## config.mk

```make
export PLATFORM = sky130hd
export DESIGN_NAME = osc_loop_filter
export DESIGN_NICKNAME = d
export VERILOG_FILES = /design/src/rtl/ofl_pkg.sv /design/src/rtl/ofl_err_limiter.sv /design/src/rtl/ofl_iir_stage.sv /design/src/rtl/ofl_gain_scale.sv /design/src/rtl/ofl_dac_accum.sv /design/src/rtl/osc_loop_filter.sv
export SDC_FILE = /design/constraint.sdc
export NUM_CORES = 1
export LEC_CHECK = 0
export BUFFER_PORTS_ARGS = -buffer_cell sky130_fd_sc_hd__buf_4
export CAP_MARGIN = 20
export CORE_MARGIN = 4
export CORE_UTILIZATION = 30
export DETAILED_ROUTE_END_ITERATION = 10
export MAX_ROUTING_LAYER = met4
export PLACE_DENSITY = 0.51
export SYNTH_ARGS = -nofsm -noshare
export SYNTH_HDL_FRONTEND = slang
export SYNTH_SLANG_ARGS = --single-unit
export TNS_END_PERCENT = 1
```

## constraint.sdc

```tcl
create_clock -name clk -period 14.36 [get_ports clk]
set_input_delay 1.436 -clock clk [delete_from_list [all_inputs] [get_ports clk]]
set_output_delay 1.436 -clock clk [all_outputs]
set_load 0.02 [all_outputs]
```

## src/rtl/ofl_pkg.sv

```systemverilog
// Shared helpers for the oscillator loop filter.
// Assumes mode and offset values are small non-negative integers.
package ofl_pkg;

    // Map a mode selector onto the filter's right-shift amount, floored at zero.
    function automatic int unsigned mode_to_shift(input int unsigned mode_val,
                                                  input int unsigned base,
                                                  input int unsigned adj);
        if (mode_val + base > adj)
            return mode_val + base - adj;
        else
            return 0;
    endfunction

endpackage

```

## src/rtl/ofl_err_limiter.sv

```systemverilog
// Error former and limiter.
// Subtracts the setpoint from the sample and clips the signed difference
// to +/- limit. Purely combinational. Assumes both operands are unsigned.
module ofl_err_limiter #(
    parameter int SAMPLE_W = 24,
    localparam int ERR_W   = SAMPLE_W + 1
) (
    input  logic [SAMPLE_W-1:0]     sample,
    input  logic [SAMPLE_W-1:0]     setpoint,
    input  logic [SAMPLE_W-1:0]     limit,
    output logic signed [ERR_W-1:0] clamped
);
    logic signed [ERR_W-1:0] raw_err;
    logic signed [ERR_W-1:0] lim_pos;
    logic signed [ERR_W-1:0] lim_neg;

    // Form the signed error and clip it to the symmetric bound.
    always_comb begin
        raw_err = $signed({1'b0, sample}) - $signed({1'b0, setpoint});
        lim_pos = $signed({1'b0, limit});
        lim_neg = -lim_pos;
        if (raw_err > lim_pos)
            clamped = lim_pos;
        else if (raw_err < lim_neg)
            clamped = lim_neg;
        else
            clamped = raw_err;
    end
endmodule

```

## src/rtl/ofl_iir_stage.sv

```systemverilog
// First-order shift-based IIR low-pass filter.
// y <= y + ((x - y) >>> k), where x is the clipped error with FRAC_W
// fractional bits appended. The state moves only on load. y_next is the
// value the state takes on a load, so a consumer can act in the same cycle.
// Assumes |x| and |y| stay within the clipped error range, so the
// difference fits in ACC_W bits.
module ofl_iir_stage #(
    parameter int ERR_W      = 25,
    parameter int FRAC_W     = 8,
    parameter int MODE_W     = 3,
    parameter int MODE_BASE  = 1,
    parameter int PERIOD_ADJ = 2,
    localparam int ACC_W     = ERR_W + FRAC_W + 1
) (
    input  logic                    clk,
    input  logic                    rst_n,
    input  logic                    load,
    input  logic [MODE_W-1:0]       mode,
    input  logic signed [ERR_W-1:0] x_err,
    output logic signed [ACC_W-1:0] y_next
);
    logic signed [ACC_W-1:0] y_q;
    logic signed [ACC_W-1:0] x_fix;
    logic signed [ACC_W-1:0] diff;
    int unsigned             k;

    // Scale the error into fixed point and compute the filter step.
    always_comb begin
        x_fix  = $signed({x_err[ERR_W-1], x_err, {FRAC_W{1'b0}}});
        diff   = x_fix - y_q;
        k      = ofl_pkg::mode_to_shift(int'(mode), MODE_BASE, PERIOD_ADJ);
        y_next = y_q + (diff >>> k);
    end

    // Hold the filter state; update only on an accepted sample.
    always_ff @(posedge clk) begin
        if (!rst_n)
            y_q <= '0;
        else if (load)
            y_q <= y_next;
    end
endmodule

```

## src/rtl/ofl_gain_scale.sv

```systemverilog
// Loop gain stage.
// Drops the filter's fractional bits, then applies the gain right shift.
// Both shifts are arithmetic, so negative values round toward minus infinity.
module ofl_gain_scale #(
    parameter int ACC_W  = 34,
    parameter int FRAC_W = 8,
    parameter int GAIN_W = 5
) (
    input  logic signed [ACC_W-1:0] y_in,
    input  logic [GAIN_W-1:0]       gain_shift,
    output logic signed [ACC_W-1:0] delta
);
    logic signed [ACC_W-1:0] y_int;

    // Integer part of the filter output, scaled by the loop gain.
    always_comb begin
        y_int = y_in >>> FRAC_W;
        delta = y_int >>> gain_shift;
    end
endmodule

```

## src/rtl/ofl_dac_accum.sv

```systemverilog
// Saturating DAC word accumulator.
// Adds a signed correction to the unsigned DAC word and holds the result
// between 0 and 2^DAC_W-1. Registers the word and a one-cycle strobe.
// Reset loads midscale.
module ofl_dac_accum #(
    parameter int ACC_W = 34,
    parameter int DAC_W = 23,
    localparam int SUM_W = ((ACC_W > DAC_W) ? ACC_W : DAC_W) + 2
) (
    input  logic                    clk,
    input  logic                    rst_n,
    input  logic                    load,
    input  logic signed [ACC_W-1:0] delta,
    output logic [DAC_W-1:0]        dac_word,
    output logic                    dac_update
);
    localparam logic [DAC_W-1:0] MID_WORD = {1'b1, {(DAC_W-1){1'b0}}};
    localparam logic signed [SUM_W-1:0] MAX_S =
        $signed({{(SUM_W-DAC_W){1'b0}}, {DAC_W{1'b1}}});

    logic signed [SUM_W-1:0] sum;
    logic [DAC_W-1:0]        sat_word;

    // Widen, add and clip the result to the DAC range.
    always_comb begin
        sum = $signed({{(SUM_W-DAC_W){1'b0}}, dac_word})
            + $signed({{(SUM_W-ACC_W){delta[ACC_W-1]}}, delta});
        if (sum[SUM_W-1])
            sat_word = '0;
        else if (sum > MAX_S)
            sat_word = {DAC_W{1'b1}};
        else
            sat_word = sum[DAC_W-1:0];
    end

    // Register the DAC word and raise the strobe for one cycle per sample.
    always_ff @(posedge clk) begin
        if (!rst_n) begin
            dac_word   <= MID_WORD;
            dac_update <= 1'b0;
        end else begin
            dac_update <= load;
            if (load)
                dac_word <= sat_word;
        end
    end
endmodule

```

## src/rtl/osc_loop_filter.sv

```systemverilog
// Oscillator disciplining loop filter, top level.
// One sample per update period goes through error forming and limiting,
// the IIR filter, the gain scaling and the saturating DAC accumulator.
// The new DAC word follows each valid sample by one clock.
// Assumes sample_valid is high for one cycle per sample.
module osc_loop_filter #(
    parameter int SAMPLE_W   = 24,
    parameter int DAC_W      = 23,
    parameter int FRAC_W     = 8,
    parameter int MODE_W     = 3,
    parameter int GAIN_W     = 5,
    parameter int MODE_BASE  = 1,
    parameter int PERIOD_ADJ = 2,
    localparam int ERR_W     = SAMPLE_W + 1,
    localparam int ACC_W     = ERR_W + FRAC_W + 1
) (
    input  logic                clk,
    input  logic                rst_n,
    input  logic                sample_valid,
    input  logic [SAMPLE_W-1:0] sample,
    input  logic [SAMPLE_W-1:0] setpoint,
    input  logic [SAMPLE_W-1:0] limit,
    input  logic [MODE_W-1:0]   mode,
    input  logic [GAIN_W-1:0]   gain_shift,
    output logic [DAC_W-1:0]    dac_word,
    output logic                dac_update
);
    logic signed [ERR_W-1:0] clamped_err;
    logic signed [ACC_W-1:0] filt_next;
    logic signed [ACC_W-1:0] corr_delta;

    ofl_err_limiter #(.SAMPLE_W(SAMPLE_W)) u_limiter (
        .sample   (sample),
        .setpoint (setpoint),
        .limit    (limit),
        .clamped  (clamped_err)
    );

    ofl_iir_stage #(
        .ERR_W(ERR_W), .FRAC_W(FRAC_W), .MODE_W(MODE_W),
        .MODE_BASE(MODE_BASE), .PERIOD_ADJ(PERIOD_ADJ)
    ) u_iir (
        .clk    (clk),
        .rst_n  (rst_n),
        .load   (sample_valid),
        .mode   (mode),
        .x_err  (clamped_err),
        .y_next (filt_next)
    );

    ofl_gain_scale #(.ACC_W(ACC_W), .FRAC_W(FRAC_W), .GAIN_W(GAIN_W)) u_gain (
        .y_in       (filt_next),
        .gain_shift (gain_shift),
        .delta      (corr_delta)
    );

    ofl_dac_accum #(.ACC_W(ACC_W), .DAC_W(DAC_W)) u_dac (
        .clk        (clk),
        .rst_n      (rst_n),
        .load       (sample_valid),
        .delta      (corr_delta),
        .dac_word   (dac_word),
        .dac_update (dac_update)
    );
endmodule

```

* After elaboration in Yosys (flattened, before gate mapping)
Index checks and enable logic that the tools add are counted.
** Cells by class
- Add/subtract/negate cells :: 7
- Magnitude comparators :: 4
- Shifts and indexed selects :: 2
- Muxes and demuxes :: 5
** Operators by type and width (count)
- two-way mux 25 bit :: 2
- two-way mux 23 bit :: 2
- > comparator 36 x 24 -> 1 bit, second input constant :: 1
- adder 24 x 34 -> 35 bit :: 1
- adder 34 bit :: 1
- >>> shifter 26 x 5 -> 34 bit :: 1
- >>> shifter 34 x 32 -> 34 bit :: 1
- subtractor 33 x 34 -> 34 bit :: 1
- > comparator 32 x 2 -> 1 bit, second input constant :: 1
- two-way mux 32 bit :: 1
- subtractor 32 x 2 -> 32 bit, second input constant :: 1
- > comparator 25 bit :: 1
- less-than comparator 25 bit :: 1
- negation 24 -> 25 bit :: 1
- subtractor 24 x 24 -> 25 bit :: 1
- adder 3 x 1 -> 4 bit, second input constant :: 1
** Word-level totals
- Register bits :: 58
- Input port bits :: 83
- Output and inout port bits :: 24
- Logic and storage cells :: 21

* Depth between registers and ports, before layout
Gate-level depths: netlist of the first run.
- Depth in word-level cells :: 12
- Mapped depth :: 71
- Depth with buffers taken out :: 67

* Cells and area by module
A second synthesis of the first run with hierarchy kept.
** Second synthesis, totals
- Cell total of the unflattened synthesis :: 2025
- Area total of the unflattened synthesis :: 14815.5 µm²
** By module, submodules not included
- ofl_iir_stage :: instances 1, cells an instance 1005, area each 7106.8 µm², seq. area each 680.7 µm²
- ofl_err_limiter :: instances 1, cells an instance 488, area each 3400.8 µm², seq. area each 0.0 µm²
- ofl_dac_accum :: instances 1, cells an instance 356, area each 2722.6 µm², seq. area each 480.5 µm²
- ofl_gain_scale :: instances 1, cells an instance 176, area each 1585.3 µm², seq. area each 0.0 µm²

* Worst setup path before layout of the first run
Ideal clock, no wire load.
- Path type :: in2reg
- Start point :: input setpoint[9]
- End point :: register u_dac.dac_word[20]
- Setup time :: 0.086 ns
- Data arrival time :: 14.737 ns
- Data required time :: 14.274 ns
- Slack :: -0.462 ns
- Stages :: 69
- Path buffers :: 3
- Path through :: inv_1 -> ha_1 -> a21o_1 -> a31o_1 -> a221oi_1 -> a21boi_0 -> o21a_1 -> o21a_1 -> o21ai_0 -> a21boi_0 -> o21ai_0 -> nand3_1 -> nor2b_1 -> ha_1 -> nand2_1 -> nor3_1 -> a221o_1 -> a21oi_1 -> [... 33 more ...] -> o21a_1 -> mux2i_1 -> ha_1 -> inv_1 -> fa_1 -> nor2b_1 -> o21a_1 -> o21ai_0 -> a21oi_1 -> o21ai_0 -> a2111oi_0 -> o31ai_1 -> and4_1 -> o311ai_1 -> a32oi_1 -> a21boi_2 -> buf_4 -> a211oi_1
** On the way
- Longest elaborated chain between the ends :: 12
** RTL lines
- start, declared :: RTL line osc_loop_filter.sv:21 : input logic [SAMPLE_W-1:0] setpoint,
- subtractor 24 x 24 -> 25 bit (*) :: RTL line ofl_err_limiter.sv:19 : raw_err = $signed({1'b0, sample}) - $signed({1'b0, setpoint});
- less-than comparator 25 bit :: RTL line ofl_err_limiter.sv:24 : else if (raw_err < lim_neg)
- two-way mux 25 bit :: RTL line ofl_err_limiter.sv:24
- two-way mux 25 bit (*) :: RTL line ofl_err_limiter.sv:22 : if (raw_err > lim_pos)
- subtractor 33 x 34 -> 34 bit (*) :: RTL line ofl_iir_stage.sv:30 : diff = x_fix - y_q;
- >>> shifter 34 x 32 -> 34 bit (*) :: RTL line ofl_iir_stage.sv:32 : y_next = y_q + (diff >>> k);
- adder 34 bit (*) :: RTL line ofl_iir_stage.sv:32
- >>> shifter 26 x 5 -> 34 bit (*) :: RTL line ofl_gain_scale.sv:18 : delta = y_int >>> gain_shift;
- adder 24 x 34 -> 35 bit (*) :: RTL line ofl_dac_accum.sv:27 : + $signed({{(SUM_W-ACC_W){delta[ACC_W-1]}}, delta});
- > comparator 36 x 24 -> 1 bit :: RTL line ofl_dac_accum.sv:30 : else if (sum > MAX_S)
- two-way mux 23 bit :: RTL line ofl_dac_accum.sv:30
- two-way mux 23 bit (*) :: RTL line ofl_dac_accum.sv:28 : if (sum[SUM_W-1])
- end signal, assigned :: RTL line ofl_dac_accum.sv:44 : dac_word <= sat_word;
- end, declared :: RTL line ofl_dac_accum.sv:14 : output logic [DAC_W-1:0] dac_word,
Mark *: on every way between the ends. The rest lies on a longest branch, timed or not.
A chain may end at the register's enable or synchronous reset.

* Worst setup path after layout of the first run
- Start point :: input sample[0]
- End point :: register u_dac.dac_word[5]
** On the way
- Longest elaborated chain between the ends :: 12
** RTL lines
- start, declared :: RTL line osc_loop_filter.sv:20 : input logic [SAMPLE_W-1:0] sample,
- subtractor 24 x 24 -> 25 bit (*) :: RTL line ofl_err_limiter.sv:19
- less-than comparator 25 bit :: RTL line ofl_err_limiter.sv:24
- two-way mux 25 bit :: RTL line ofl_err_limiter.sv:24
- two-way mux 25 bit (*) :: RTL line ofl_err_limiter.sv:22
- subtractor 33 x 34 -> 34 bit (*) :: RTL line ofl_iir_stage.sv:30
- >>> shifter 34 x 32 -> 34 bit (*) :: RTL line ofl_iir_stage.sv:32
- adder 34 bit (*) :: RTL line ofl_iir_stage.sv:32
- >>> shifter 26 x 5 -> 34 bit (*) :: RTL line ofl_gain_scale.sv:18
- adder 24 x 34 -> 35 bit (*) :: RTL line ofl_dac_accum.sv:27
- > comparator 36 x 24 -> 1 bit :: RTL line ofl_dac_accum.sv:30
- two-way mux 23 bit :: RTL line ofl_dac_accum.sv:30
- two-way mux 23 bit (*) :: RTL line ofl_dac_accum.sv:28
Marked as above.

==> impl_metrics.xml, run 1 <==
<?xml version="1.0" encoding="UTF-8"?>
<metrics>
  <group name="cells_and_area">
    <metric name="area_growth" unit="%">49.36</metric>
    <metric name="antenna_cells_inserted" unit="">0</metric>
    <metric name="num-fill-cells" unit="">4652</metric>
    <metric name="post_route_cells_drive_above_1_share" unit="%">33.99</metric>
    <metric name="design.final.nets" unit="">2886</metric>
  </group>
  <group name="setup_path">
    <metric name="critical_path_buf_inv_count" unit="">12</metric>
    <metric name="critPathTopFamily" unit="">compound AO/OA/AOI/OAI gates</metric>
    <metric name="worst-path-max-fanout" unit="">5</metric>
    <metric name="critical_path.reg2reg.startpoint" unit="">u_iir.y_q[1]</metric>
    <metric name="setup.worst_path.start_class" unit="">input port</metric>
    <metric name="rrSetupSlack" unit="ns">4.54</metric>
    <metric name="crit_slowest_cell" unit="">or3b_2</metric>
    <metric name="rr_worst_depth" unit="">48</metric>
    <metric name="max_stage_delay" unit="ns">0.44</metric>
    <metric name="critical_path_class" unit="">input port to flip-flop</metric>
    <metric name="worst_ep_required_time" unit="ns">14.67</metric>
    <metric name="cp_data_arrival_time" unit="ns">14.95</metric>
    <metric name="cp_common_cell" unit="">a21o_1</metric>
    <metric name="worstSetupEndpointType" unit="">flip-flop</metric>
    <metric name="critical_path.reg2reg.endpoint" unit="">u_dac.dac_word[5]</metric>
  </group>
  <group name="clock_tree">
    <metric name="cts.reportedPaths.clkPinSlew" unit="ns">0.07</metric>
    <metric name="cts-htree-levels" unit="">3</metric>
    <metric name="cts_root_buffer" unit="">clkbuf_16</metric>
    <metric name="cts_tree" unit="">done</metric>
    <metric name="number_of_buffers_created_by_cts" unit="">9</metric>
    <metric name="clockBufferDepth" unit="">2</metric>
    <metric name="clock_sinks" unit="">58</metric>
    <metric name="clock_latency" unit="ns">0.38</metric>
    <metric name="cts-hold-fix-buffers" unit="">0</metric>
  </group>
  <group name="synthesis">
    <metric name="syn_nets" unit="">2276</metric>
    <metric name="muxShareOfSynthArea" unit="%">6.719</metric>
    <metric name="post-synth-top-area-fraction" unit="%">14.05</metric>
    <metric name="postSynthCellCount" unit="">2033</metric>
    <metric name="synth_top_family_by_area" unit="">compound AO/OA/AOI/OAI gates</metric>
    <metric name="synth_xor_area_share" unit="%">6.513</metric>
    <metric name="yosys_register_bits" unit="">58</metric>
    <metric name="asyncSetResetFlopFracSynth" unit="%">0</metric>
    <metric name="synth-adder-area-share" unit="%">14.47</metric>
    <metric name="syn-mean-instance-area" unit="um^2">6.879</metric>
    <metric name="yosys.area.top_type" unit="">ha_1</metric>
    <metric name="synthesis.yosys.warnings" unit="">0</metric>
    <metric name="synth_edf_count" unit="">0</metric>
    <metric name="synth_compound_gate_area_share" unit="%">34.24</metric>
    <metric name="synthSimpleGateAreaFrac" unit="%">23.43</metric>
    <metric name="post_synth_num_cell_types" unit="">95</metric>
    <metric name="synthTopCellsByArea" unit="">ha_1, dfxtp_1, a21oi_1</metric>
    <metric name="yosysSeqAreaShare" unit="%">8.302</metric>
    <metric name="postSynth.topFlopCell" unit="">dfxtp_1</metric>
    <metric name="mappedNetlistArea" unit="um^2">13990</metric>
  </group>
  <group name="placed_design">
    <metric name="gp_routability_congestion" unit="">0.9536</metric>
    <metric name="port-buffer-count" unit="">106</metric>
    <metric name="detailed_place_hpwl" unit="mm">45.13</metric>
  </group>
  <group name="detailed_routing">
    <metric name="route.detailed.vias_per_inst" unit="">5.359</metric>
    <metric name="drt_pre_antenna_iters" unit="">5</metric>
    <metric name="vias" unit="">17410</metric>
    <metric name="ant_nets" unit="">0</metric>
    <metric name="drt-wirelength-per-cell" unit="um">17.12</metric>
    <metric name="wl" unit="mm">55.60</metric>
    <metric name="drc_errors" unit="">0</metric>
    <metric name="detail_route.iter0.violations" unit="">1087</metric>
  </group>
  <group name="timing">
    <metric name="peak_clock_frequency_supported_by_timing" unit="MHz">68.31</metric>
    <metric name="post_route_setup_tns" unit="ns">-5.503</metric>
    <metric name="grt_setup_unrepaired" unit="">true</metric>
    <metric name="layout_setup_ws" unit="ns">-0.2798</metric>
    <metric name="worst_margin_slew" unit="ns">1.119</metric>
    <metric name="period_minus_slack" unit="ns">14.64</metric>
    <metric name="clock_skew" unit="ns">0.01458</metric>
    <metric name="remaining_max_slew_budget_at_the_tightest_pin" unit="%">25.14</metric>
    <metric name="final.period_utilization" unit="%">101.9</metric>
    <metric name="finalHoldViolCount" unit="">0</metric>
    <metric name="finalSetupViolations" unit="">23</metric>
    <metric name="finalMaxSlewViolations" unit="">0</metric>
    <metric name="timing.hold.ws" unit="ns">0.5429</metric>
  </group>
  <group name="grt">
    <metric name="via_count_of_the_first_global_routing_pass" unit="">16690</metric>
    <metric name="grt_max_degree" unit="">42</metric>
    <metric name="grt_first_pass_wirelength" unit="mm">86.67</metric>
    <metric name="gr-usage-all-layers" unit="%">21.52</metric>
    <metric name="globalRoute.totalOverflow" unit="">0</metric>
    <metric name="grt_antenna_before_repair" unit="">0</metric>
  </group>
  <group name="outcome">
    <metric name="violations" unit="">setup timing</metric>
    <metric name="result_of_the_run" unit="">finished with violations</metric>
  </group>
  <group name="floorplanning">
    <metric name="dieHeight" unit="um">223.9</metric>
    <metric name="io_pins" unit="">107</metric>
    <metric name="core-area" unit="um^2">45770</metric>
    <metric name="die_x" unit="um">223.9</metric>
    <metric name="rows" unit="">78</metric>
    <metric name="floorplan.die_area" unit="um^2">50140</metric>
    <metric name="initial_core_util" unit="%">30.56</metric>
  </group>
  <group name="hold_path">
    <metric name="min-delay-path-class" unit="">flip-flop to flip-flop</metric>
    <metric name="worst_hold_path.num_cells" unit="">2</metric>
    <metric name="min_delay_startpoint" unit="">u_dac.dac_word[11]</metric>
    <metric name="timing.hold.worst_endpoint" unit="">u_dac.dac_word[11]</metric>
  </group>
  <group name="flow_run">
    <metric name="drv.max_cap_violation_count" unit="">0</metric>
  </group>
</metrics>
Yosys cell counts, types with 48 or more instances:
cell	number
a21o_1	61
a21oi_1	199
clkbuf_1	89
dfxtp_1	58
ha_1	157
inv_1	121
mux2i_1	59
nand2_1	177
nand3_1	49
nor2_1	194
nor2b_1	48
o21ai_0	136
xnor2_1	70
timing repair:
action	CTS	global route
resized for setup	47	123
pin swaps	21	76
endpoints found under the setup margin	23	23
cloned	0	6
setup buffers	8	23
logic make-up (layout without fill, tap and decap cells):
group                    count (synthesis)  after routing
AO/OA/AOI/OAI                          728            728
adder cells (fa/ha/maj)                160            160
flip-flops                              58             58
XOR/XNOR                               104            104
AND/OR/NAND/NOR                        673            673
multiplexers                            78             78
buffers and inverters                  232            847
placed cells by master (no fill, tap or decap), types with 10 or more instances in the layout:
master / n
mux2i_1: 56
xor2_1: 32
o31ai_1: 16
nand4_1: 19
xnor2_1: 66
a221oi_2: 10
o211ai_1: 24
mux4_2: 12
nor2b_1: 48
inv_1: 121
a21o_1: 61
a31oi_1: 29
ha_1: 152
dfxtp_1: 58
a21oi_2: 22
nand2_1: 177
nor3_1: 39
nor2_1: 187
o21ai_1: 23
a211oi_2: 10
clkbuf_16: 13
o21bai_1: 18
or3_1: 16
o21ai_0: 113
o22ai_1: 16
nand2b_1: 16
a21oi_1: 176
and3_1: 19
and2_1: 28
a211oi_1: 30
buf_4: 692
o21a_1: 26
nand3_1: 46
worst register-to-register path, delay by kind of cell, from the launching register on:
| family | cells | cell delay (ns) |
|---|---|---|
| AOI/OAI and AO/OA | 27 | 4.81 |
| buffers and inverters | 9 | 1.24 |
| muxes | 2 | 0.44 |
| DFF | 1 | 0.40 |
| xor gates and xnor gates | 1 | 0.15 |
| and+or+nand+nor | 5 | 1.69 |
| adders and majority gates | 4 | 1.05 |
per-layer routing:
| metal | global-route usage (%) | wire length (um) | up-vias | part of all wire [%] |
|---|---|---|---|---|
| met3 | 1.481 | 2165 | 55 | 3.9 |
| li1 | - | - | 8786 | - |
| met4 | 4.434 | 1088 | 0 | 2.0 |
| met2 | 36.67 | 26610 | 401 | 48 |
| met1 | 28.23 | 25740 | 8164 | 46 |
| met5 | - | 0 | - | 0 |
per-stage QoR:
stage	util, %	worst slack [ns]	cells	cell area (um^2)
CTS	43.85	-0.2953	3219	20070
finish	45.64	-0.2798	3248	20890
floorplan	-	0.03867	2033	14020
global route	45.64	-1.151	3248	20890
global placement	42.49	-1.260	3195	19450
detailed placement	42.49	-1.364	3195	19450
how the worst max path moves through the flow:
stage,startpoint,endpoint,slack [ns],depth (start not counted)
after floorplan,setpoint[9],u_dac.dac_word[20],0.04,67
after global routing,sample[0],u_dac.dac_word[17],-1.15,74
after detailed placement,sample[9],u_dac.dac_word[9],-1.36,71
final,sample[0],u_dac.dac_word[5],-0.28,72
after CTS,sample[0],u_dac.dac_word[11],-0.30,72
after global placement,sample[9],u_dac.dac_word[9],-1.26,71
sequential cells by signal (all words and copies together), names as in the netlist:
name              count
u_dac.dac_word       23
u_dac.dac_update      1
u_iir.y_q            34
area by class of cell:
type,count,area [um^2],share of cell area (%)
clock buffers,9,225.2,1.078
flip-flops and latches,58,1161,5.559
repair buffers,707,5460,26.14
clock inverters,7,125.1,0.5990
multi-input cells,1743,12700,60.80
well taps,600,750.7,3.594
inverters,124,465.4,2.228
Power of run 1 is not shown: default switching activity piles up to over one toggle a cycle in this logic, so the estimate is an artifact.
==> inputs of run 2 (changes only) <==
--- a/config.mk
+++ b/config.mk
@@ -10,7 +10,6 @@
 export CORE_MARGIN = 4
 export CORE_UTILIZATION = 30
 export DETAILED_ROUTE_END_ITERATION = 10
-export MAX_ROUTING_LAYER = met4
 export PLACE_DENSITY = 0.51
 export SYNTH_ARGS = -nofsm -noshare
 export SYNTH_HDL_FRONTEND = slang
==> run 2 against run 1 <==
The run still ends with setup timing left. Critical path depth did not move. Sequential share of layout area rose by 0.077 points. Critical endpoint is now u_dac.dac_word[16]. First-iteration DRC count rose by 1.7%. Highest routed layer unchanged.
==> impl_metrics.xml, run 2 (synthesis results as in run 1) <==
<?xml version="1.0" encoding="UTF-8"?>
<metrics>
  <group name="outcome">
    <metric name="result_of_the_run" unit="">finished with violations</metric>
    <metric name="violations" unit="">setup timing</metric>
  </group>
  <group name="clock_tree">
    <metric name="clock_latency" unit="ns">0.37</metric>
    <metric name="cts-hold-fix-buffers" unit="">0</metric>
    <metric name="clockBufferDepth" unit="">2</metric>
    <metric name="cts.reportedPaths.clkPinSlew" unit="ns">0.07</metric>
    <metric name="cts_tree" unit="">done</metric>
    <metric name="clock_sinks" unit="">58</metric>
    <metric name="cts_root_buffer" unit="">clkbuf_16</metric>
    <metric name="number_of_buffers_created_by_cts" unit="">9</metric>
    <metric name="cts-htree-levels" unit="">3</metric>
  </group>
  <group name="timing">
    <metric name="finalMaxSlewViolations" unit="">0</metric>
    <metric name="finalHoldViolCount" unit="">0</metric>
    <metric name="final.period_utilization" unit="%">103.2</metric>
    <metric name="clock_skew" unit="ns">0.01543</metric>
    <metric name="peak_clock_frequency_supported_by_timing" unit="MHz">67.45</metric>
    <metric name="worst_margin_slew" unit="ns">1.160</metric>
    <metric name="finalSetupViolations" unit="">23</metric>
    <metric name="layout_setup_ws" unit="ns">-0.4658</metric>
    <metric name="grt_setup_unrepaired" unit="">true</metric>
    <metric name="period_minus_slack" unit="ns">14.83</metric>
    <metric name="remaining_max_slew_budget_at_the_tightest_pin" unit="%">22.35</metric>
  </group>
  <group name="grt">
    <metric name="global_route.peak_usage_layer" unit="">met2</metric>
    <metric name="grt_util_met3" unit="%">1.874</metric>
    <metric name="grt_first_pass_wirelength" unit="mm">87.75</metric>
    <metric name="grt.met1_usage" unit="%">28.19</metric>
    <metric name="globalRoute.totalOverflow" unit="">0</metric>
    <metric name="grt_antenna_before_repair" unit="">0</metric>
    <metric name="via_count_of_the_first_global_routing_pass" unit="">16880</metric>
    <metric name="grt_max_degree" unit="">42</metric>
    <metric name="gr-usage-all-layers" unit="%">21.16</metric>
    <metric name="global_route.usage.met2" unit="%">36.59</metric>
  </group>
  <group name="setup_path">
    <metric name="crit_slowest_cell" unit="">mux4_2</metric>
    <metric name="worst_ep_required_time" unit="ns">14.57</metric>
    <metric name="cp_data_arrival_time" unit="ns">15.03</metric>
    <metric name="worstSetupEndpointType" unit="">flip-flop</metric>
    <metric name="crit_end" unit="">u_dac.dac_word[16]</metric>
    <metric name="timing.critical_path.from" unit="">sample[0]</metric>
    <metric name="cp_common_cell" unit="">buf_4</metric>
    <metric name="critical_path_class" unit="">input port to flip-flop</metric>
    <metric name="max_stage_delay" unit="ns">0.49</metric>
    <metric name="rr_worst_depth" unit="">45</metric>
    <metric name="worst-path-max-fanout" unit="">13</metric>
    <metric name="critical_path.reg2reg.endpoint" unit="">u_dac.dac_word[16]</metric>
    <metric name="critical_path.reg2reg.startpoint" unit="">u_iir.y_q[1]</metric>
    <metric name="rrSetupSlack" unit="ns">4.40</metric>
    <metric name="setup.worst_path.start_class" unit="">input port</metric>
  </group>
  <group name="floorplanning">
    <metric name="io_pins" unit="">107</metric>
    <metric name="die_x" unit="um">223.9</metric>
    <metric name="rows" unit="">78</metric>
    <metric name="core-area" unit="um^2">45770</metric>
    <metric name="dieHeight" unit="um">223.9</metric>
    <metric name="floorplan.die_area" unit="um^2">50140</metric>
    <metric name="initial_core_util" unit="%">30.56</metric>
  </group>
  <group name="cells_and_area">
    <metric name="design.final.nets" unit="">2875</metric>
    <metric name="final_util" unit="%">45.01</metric>
    <metric name="final_common_cell" unit="">buf_4</metric>
    <metric name="antenna_cells_inserted" unit="">0</metric>
    <metric name="final_cell_mix" unit="">buf_4, nor2_1, a21oi_1</metric>
    <metric name="area_growth" unit="%">47.31</metric>
    <metric name="largest-register" unit="">u_iir.y_q</metric>
    <metric name="largest_reg_flops" unit="">34</metric>
    <metric name="num-fill-cells" unit="">4695</metric>
    <metric name="reg_top3" unit="">u_iir.y_q x34, u_dac.dac_word x23, u_dac.dac_update x1</metric>
    <metric name="post_route_cells_drive_above_1_share" unit="%">32.50</metric>
  </group>
  <group name="detailed_routing">
    <metric name="drc_errors" unit="">0</metric>
    <metric name="ant_nets" unit="">0</metric>
    <metric name="wl" unit="mm">55.16</metric>
    <metric name="drt-wirelength-per-cell" unit="um">17.04</metric>
    <metric name="detail_route.iter0.violations" unit="">1106</metric>
    <metric name="vias" unit="">17290</metric>
    <metric name="drt_pre_antenna_iters" unit="">5</metric>
    <metric name="route.detailed.vias_per_inst" unit="">5.343</metric>
  </group>
  <group name="placed_design">
    <metric name="minimum_setup_slack_after_placement" unit="ns">-1.534</metric>
    <metric name="gp_routability_congestion" unit="">0.9461</metric>
    <metric name="detailed_place_hpwl" unit="mm">45.22</metric>
    <metric name="port-buffer-count" unit="">106</metric>
  </group>
  <group name="flow_run">
    <metric name="drv.max_cap_violation_count" unit="">0</metric>
  </group>
  <group name="hold_path">
    <metric name="min-delay-path-class" unit="">flip-flop to flip-flop</metric>
    <metric name="worst_hold_path.num_cells" unit="">1</metric>
  </group>
</metrics>
-- run 2: cell types whose count changed in the layout (fill, tap and decap cells not counted), moves of 4 or more --
cell / previous run / this run
a31oi_1: 29 / 25
a211oi_2: 10 / 4
a31oi_2: 1 / 5
a211oi_1: 30 / 36
a21oi_2: 22 / 16
clkbuf_16: 13 / 9
nor3_1: 39 / 43
buf_4: 692 / 684
a21oi_1: 176 / 184
nor3_2: 8 / 4
-- run 2: metal layers --
layer | vias to the layer above | wire length (um)
met5 | - | 0
met2 | 417 | 26090
met1 | 8065 | 25310
met4 | 0 | 1401
met3 | 68 | 2360
li1 | 8744 | -
-- run 2: stage by stage --
stage | hold slack, ns | area, um^2 | setup TNS, ns | instances
floorplan | 0.4738 | 14020 | 0 | 2033
global placement | 0.4863 | 19370 | -28.74 | 3185
detailed placement | 0.4988 | 19370 | -32.88 | 3185
CTS | 0.5355 | 20530 | -5.059 | 3236
global route | 0.5634 | 20600 | -27.24 | 3237
finish | 0.5351 | 20600 | -9.181 | 3237
-- run 2: worst max-delay path: cells and delay by family --
family / cells / cell delay (ns)
xor gates and xnor gates: 3 / 0.43
and+or+nand+nor: 11 / 1.86
buffers and inverters: 15 / 1.99
AOI/OAI and AO/OA: 36 / 7.08
muxes: 1 / 0.49
adders and majority gates: 6 / 1.73
-- run 2: area by class of cell --
type                    instances  area, um^2  share of cell area, %
flip-flops and latches         58        1161                  5.636
inverters                     124       465.4                  2.259
repair buffers                696        5355                  25.99
clock inverters                 7       125.1                 0.6073
well taps                     600       750.7                  3.644
clock buffers                   9       225.2                  1.093
multi-input cells            1743       12520                  60.77
-- run 2: worst min-delay path by stage --
stage | start | endpoint | slack [ns]
CTS | u_dac.dac_word[16] | u_dac.dac_word[16] | 0.54
detailed placement | u_iir.y_q[33] | u_iir.y_q[33] | 0.50
global route | u_dac.dac_word[16] | u_dac.dac_word[16] | 0.56
global placement | u_iir.y_q[33] | u_iir.y_q[33] | 0.49
floorplan | u_iir.y_q[33] | u_iir.y_q[33] | 0.47
finish | u_iir.y_q[33] | u_iir.y_q[33] | 0.54
-- run 2: what timing repair did --
item	in CTS	in global routing
gates resized for setup	113	17
setup buffers	32	1
endpoints found under the setup margin	23	23
gates cloned	3	0
pin swaps	67	11
Power of run 2 is left out for the same reason.
